<file path="src/rtl/flash_seq.sv">
module flash_seq #(
  parameter int CLK_NS     = 10,
  parameter int AW         = 21,
  parameter int NCS        = 4,
  parameter int SEL_W      = 2,
  parameter int TWP_NS     = 45,
  parameter int TWPH_NS    = 20,
  parameter int TWC_NS     = 90,
  parameter int TOEH_NS    = 10,
  parameter int TACC_NS    = 90,
  parameter int POLL_LIMIT = 16
)(
  input  logic             clk,
  input  logic             rst_n,
  input  logic             req_valid,
  input  logic [1:0]       req_op,
  input  logic [AW-1:0]    req_addr,
  input  logic [7:0]       req_data,
  input  logic [SEL_W-1:0] req_sel,
  output logic             busy,
  output logic             done,
  output logic             err,
  output logic [AW-1:0]    fl_addr,
  output logic [7:0]       fl_dq_out,
  output logic             fl_dq_oe,
  input  logic [7:0]       fl_dq_in,
  output logic             fl_we_n,
  output logic             fl_oe_n,
  output logic [NCS-1:0]   fl_cs_n
);
  localparam int WP_R    = (TWP_NS + CLK_NS - 1) / CLK_NS;
  localparam int WPH_R   = (TWPH_NS + CLK_NS - 1) / CLK_NS;
  localparam int WC_R    = (TWC_NS + CLK_NS - 1) / CLK_NS;
  localparam int OEH_R   = (TOEH_NS + CLK_NS - 1) / CLK_NS;
  localparam int RD_R    = (TACC_NS + CLK_NS - 1) / CLK_NS;
  localparam int WP_CYC  = (WP_R  < 1) ? 1 : WP_R;
  localparam int WPH_CYC = (WPH_R < 1) ? 1 : WPH_R;
  localparam int OEH_CYC = (OEH_R < 1) ? 1 : OEH_R;
  localparam int RD_CYC  = (RD_R  < 1) ? 1 : RD_R;
  localparam int HI_CYC  = (WC_R - WP_CYC > WPH_CYC) ? (WC_R - WP_CYC) : WPH_CYC;
  localparam int MAXC    = (WP_CYC > HI_CYC ? WP_CYC : HI_CYC) > (OEH_CYC > RD_CYC ? OEH_CYC : RD_CYC)
                         ? (WP_CYC > HI_CYC ? WP_CYC : HI_CYC) : (OEH_CYC > RD_CYC ? OEH_CYC : RD_CYC);
  localparam int CW      = $clog2(MAXC + 1);
  localparam int PW      = $clog2(POLL_LIMIT + 1);
  localparam logic [AW-1:0] UNLK_A = AW'(21'h05555);
  localparam logic [AW-1:0] UNLK_B = AW'(21'h02AAA);

  typedef enum logic [2:0] {S_IDLE, S_WLO, S_WHI, S_REC, S_RD} st_t;

  st_t             st;
  logic [CW-1:0]   cnt;
  logic [2:0]      step;
  logic [PW-1:0]   polls;
  logic [1:0]      op_q;
  logic [AW-1:0]   addr_q;
  logic [7:0]      data_q;
  logic [SEL_W-1:0] sel_q;
  logic            done_r, err_r;

  logic            is_prog, is_chip, exp7, last;
  logic [AW-1:0]   w_addr;
  logic [7:0]      w_data;

  assign is_prog = (op_q == 2'b00);
  assign is_chip = (op_q == 2'b10);
  assign exp7    = is_prog ? data_q[7] : 1'b1;
  assign last    = is_prog ? (step == 3'd3) : (step == 3'd5);

  always_comb begin
    case (step)
      3'd0:    begin w_addr = UNLK_A; w_data = 8'hAA; end
      3'd1:    begin w_addr = UNLK_B; w_data = 8'h55; end
      3'd2:    begin w_addr = UNLK_A; w_data = is_prog ? 8'hA0 : 8'h80; end
      3'd3:    begin w_addr = is_prog ? addr_q : UNLK_A; w_data = is_prog ? data_q : 8'hAA; end
      3'd4:    begin w_addr = UNLK_B; w_data = 8'h55; end
      default: begin w_addr = is_chip ? UNLK_A : addr_q; w_data = is_chip ? 8'h10 : 8'h30; end
    endcase
  end

  always_ff @(posedge clk or negedge rst_n) begin
    if (!rst_n) begin
      st <= S_IDLE; cnt <= '0; step <= '0; polls <= '0;
      op_q <= '0; addr_q <= '0; data_q <= '0; sel_q <= '0;
      done_r <= 1'b0; err_r <= 1'b0;
    end else begin
      done_r <= 1'b0;
      err_r  <= 1'b0;
      case (st)
        S_IDLE: if (req_valid && req_op != 2'b11) begin
          op_q <= req_op; addr_q <= req_addr; data_q <= req_data; sel_q <= req_sel;
          step <= '0; polls <= '0; cnt <= CW'(WP_CYC - 1); st <= S_WLO;
        end
        S_WLO: if (cnt == '0) begin
          cnt <= CW'(HI_CYC - 1); st <= S_WHI;
        end else cnt <= cnt - 1'b1;
        S_WHI: if (cnt == '0) begin
          if (last) begin cnt <= CW'(OEH_CYC - 1); st <= S_REC; end
          else begin step <= step + 1'b1; cnt <= CW'(WP_CYC - 1); st <= S_WLO; end
        end else cnt <= cnt - 1'b1;
        S_REC: if (cnt == '0) begin
          cnt <= CW'(RD_CYC - 1); st <= S_RD;
        end else cnt <= cnt - 1'b1;
        S_RD: if (cnt == '0) begin
          if (fl_dq_in[7] == exp7) begin
            done_r <= 1'b1; st <= S_IDLE;
          end else if (polls == PW'(POLL_LIMIT - 1)) begin
            done_r <= 1'b1; err_r <= 1'b1; st <= S_IDLE;
          end else begin
            polls <= polls + 1'b1; cnt <= CW'(OEH_CYC - 1); st <= S_REC;
          end
        end else cnt <= cnt - 1'b1;
        default: st <= S_IDLE;
      endcase
    end
  end

  assign busy      = (st != S_IDLE);
  assign done      = done_r;
  assign err       = err_r;
  assign fl_we_n   = (st != S_WLO);
  assign fl_oe_n   = (st != S_RD);
  assign fl_dq_oe  = (st == S_WLO) || (st == S_WHI);
  assign fl_dq_out = fl_dq_oe ? w_data : 8'h00;
  assign fl_addr   = fl_dq_oe ? w_addr : (busy ? addr_q : '0);
  assign fl_cs_n   = busy ? ~(NCS'(1) << sel_q) : '1;
endmodule


</file>
<file path="config.mk">
export PLATFORM = sky130hd
export DESIGN_NAME = flash_seq
export DESIGN_NICKNAME = d
export VERILOG_FILES = /design/src/rtl/flash_seq.sv
export SDC_FILE = /design/constraint.sdc
export NUM_CORES = 1
export LEC_CHECK = 0
export ABC_AREA = 1
export BUFFER_PORTS_ARGS = -buffer_cell sky130_fd_sc_hd__buf_2
export CAP_MARGIN = 30
export CORE_MARGIN = 10
export CORE_UTILIZATION = 35
export CTS_BUF_LIST = sky130_fd_sc_hd__clkbuf_8 sky130_fd_sc_hd__clkbuf_16
export CTS_CLUSTER_DIAMETER = 60
export CTS_CLUSTER_SIZE = 40
export DETAILED_ROUTE_END_ITERATION = 8
export PLACE_DENSITY = 0.62
export SLEW_MARGIN = 20
export SYNTH_ARGS = -nofsm -noshare
export SYNTH_HDL_FRONTEND = slang
export SYNTH_SLANG_ARGS = --single-unit
export TNS_END_PERCENT = 30
</file>
<file path="constraint.sdc">
create_clock -name clk -period 2.5 [get_ports clk]
set_input_delay 0.5 -clock clk [delete_from_list [all_inputs] [get_ports clk]]
set_output_delay 0.5 -clock clk [all_outputs]
set_load 0.005 [all_outputs]
</file>
==> flow_metrics.tcl <==
set metrics [dict create \
    status "finished clean" \
    drv_slew 0 \
    critPathSlowestCell "dfrtp_1" \
    antenna_cells 0 \
    die_w_microns 120 \
    drive_gt1_share_pct 25.0 \
    syn-cell-area_sq_mm 0.00350 \
    syn_to_final_growth_pct 17.7 \
    crit_chain "buf_4 > ha_1 > inv_1 > o21ai_2 > inv_2 > buf_8 > nand2_1 > o21ai_1 > nand2_1 > buf_2" \
    hold_viol_final 0 \
    slew_headroom_pct 52.2 \
    ys.warnings.count 0 \
    synth-seq-cells 50 \
    powerDensity_mw_per_mm2 1170 \
    viasPerCell 4.95 \
    endpoint_kind "output port" \
    clkTransAtPathRegs_ps 90 \
    coreArea_sq_mm 0.00977 \
    worstPathArrival_ps 1890 \
    io_buffer_count 75 \
    path_class "flip-flop to output port" \
    timing.critical_path.mode_cell "nand2_1" \
    top_level_ports 83 \
    syn-instance-count 515 \
    critPathMaxFanout 11 \
    leakage_nw 2.24 \
    drt-total-wl_microns 10200 \
    root_buffer "clkbuf_8" \
    yosysSeqAreaShare_pct 35.7 \
    dp_hpwl_microns 7570 \
    initial_core_util_pct 35.8 \
    rsz0062_at_grt "true" \
    rows 36 \
    holdWs_ps 205 \
    grt_max_degree 39 \
    drtAntennaViolNets 0 \
    die_area_sq_mm 0.0144 \
    cts_buffer_depth 2 \
    syn_avg_cell_area_sq_um 6.80 \
    die_h_microns 120 \
    worst_ep_required_time_ps 2000 \
    worstMarginPinSlew_ps 714 \
    grt_pass1_wl_microns 17000 \
    maxCapViolations 0 \
    reg2reg_slack_ps 720 \
    track_usage_pct 14.0 \
    drt_iter0_drc 271 \
    clk_latency_ps 300 \
    place.gp.congestion 0.845 \
    setup_viol 0 \
    vias 3541 \
    power_mw 4.82 \
    grt_overflow 0 \
    synth_cell_type_count 29 \
    routedWlPerCell_microns 14.3 \
    cts.sinks 50 \
    period_minus_slack_ps 2390 \
    cts_htree_levels 2 \
    drtPass1Iterations 5 \
    rr_startpoint "st[0]" \
    slowest_delay_ps 420 \
    regToRegEndpoint "op_q[0]" \
    design.final.nets 633 \
    fin_crit_sh_pct 95.5 \
    fin_skew_ps 6.69 \
    antenna_found_initial 0 \
    critPathLaunchType "flip-flop" \
    drc 0 \
    synth_nets 566 \
    reg2reg_depth 6 \
    irDropWorstVdd_mv 0.400 \
    grt_pass1_vias 3468 \
    timing.fmax_ghz 0.419 \
    cts_tree "yes" \
    hold_path.class "primary input to async pin" \
    cts_inserted_buffers 5 \
]
==> power breakdown <==
part | switching [mW] | leakage [nW] | internal (mW)
logic | 1.81 | 1.55 | 1.00
clock network | 0.278 | 0.0579 | 0.295
registers | 0.319 | 0.630 | 1.12
==> cell type report <==
cell class | instances | area (sq um)
inverter | 34 | 133
tap | 133 | 166
sequential | 50 | 1250
clock inverter | 3 | 40.0
fill | 1048 | 5650
timing repair buffer | 84 | 470
multi-input combinational | 407 | 1990
clock buffer | 5 | 68.8
==> repair_timing <==
action / 4_1_cts / 5_1_grt
hold buffers: 0 / 0
hold endpoints to repair: 0 / 0
resized for setup: 3 / 19
setup endpoints to repair: 23 / 28
setup buffers: 0 / 1
pin swaps: 0 / 0
==> kinds of logic after synthesis <==
logic type	Yosys count	share of synthesized area (%)
AO/OA/AOI/OAI	55	9.32
AND/OR/NAND/NOR	344	43.6
buffers and inverters	58	8.61
XOR/XNOR	1	0.250
flip-flops	50	35.7
adder cells (fa/ha/maj)	7	2.50
==> worst max path at each step <==
stage	start	end	slack [ps]	depth (start not counted)
detailed placement	step[0]	fl_addr[16]	250	8
CTS	step[0]	fl_addr[20]	20	8
global route	step[0]	fl_addr[1]	-4	10
global placement	step[0]	fl_addr[20]	260	8
floorplan	step[0]	fl_addr[15]	450	9
finish	step[0]	fl_addr[1]	110	10
==> state kept, by name, summed over array words and instances (netlist names) <==
register / cells
err: 1
polls: 5
cnt: 4
op_q: 2
addr_q: 21
sel_q: 2
done: 1
st: 3
step: 3
data_q: 8
==> synthesized netlist by cell type <==
master	count	share of area (%)
xor2_1	1	0.25
a21boi_0	1	0.21
ha_1	7	2.5
inv_1	26	2.8
buf_4	3	0.64
nor2_1	51	5.5
dfrtp_1	50	36
buf_6	7	2.3
a21oi_1	14	2.0
nor2_2	2	0.36
o21ai_1	5	0.71
nand3_2	3	0.86
or2_0	1	0.18
nand2_1	195	21
inv_4	1	0.18
nand4_1	1	0.18
nand3_4	1	0.50
nand3_1	68	9.7
clkinv_1	1	0.11
nand2_2	10	1.8
nor2_4	5	1.6
inv_2	6	0.64
nor3b_1	1	0.21
o21ai_0	22	3.1
nand2_4	5	1.6
a21oi_2	2	0.50
nand3b_1	1	0.21
o21ai_2	11	2.8
buf_2	14	2.0
==> cells in the final DEF, fill, tap and decap left out, types with 5 or more instances in the layout <==
| cell type | Yosys | final |
|---|---|---|
| o21ai_1 | 5 | 9 |
| nor2_4 | 5 | 6 |
| o21ai_2 | 11 | 12 |
| nand3_1 | 68 | 68 |
| a21oi_1 | 14 | 14 |
| nand2_4 | 5 | 5 |
| nor2_1 | 51 | 48 |
| buf_2 | 14 | 75 |
| buf_4 | 3 | 6 |
| o21ai_0 | 22 | 17 |
| nand2_2 | 10 | 9 |
| dfrtp_1 | 50 | 49 |
| inv_2 | 6 | 7 |
| ha_1 | 7 | 6 |
| clkbuf_8 | 0 | 5 |
| nand2_1 | 195 | 195 |
| inv_1 | 26 | 24 |
==> critical path, delay by kind of cell, from the launching register on <==
family          cells  cell delay [ps]
compound gates      2              180
fa+ha+maj           1              200
buf+inv             5              640
flops               1              420
simple gates        2              150
==> layer usage <==
layer	vias up	share of wire, %	track usage [%]
met3	7	6.9	3.38
met1	1656	45	17.8
met5	-	0	0
met2	109	48	23.8
li1	1769	-	-
met4	0	0.50	2.26
==> metrics by stage <==
stage	worst slack [ps]	instances	TNS [ps]	instance area, sq um	util [%]
after global routing	-3.75	716	-3.75	4120	42.2
after floorplan	448	515	0	3500	-
final	111	716	0	4120	42.2
after CTS	20.9	715	0	4060	41.6
after global placement	261	707	0	3950	40.4
after detailed placement	251	707	0	3950	40.4
No activity file was read; power rests on OpenSTA's default activity.
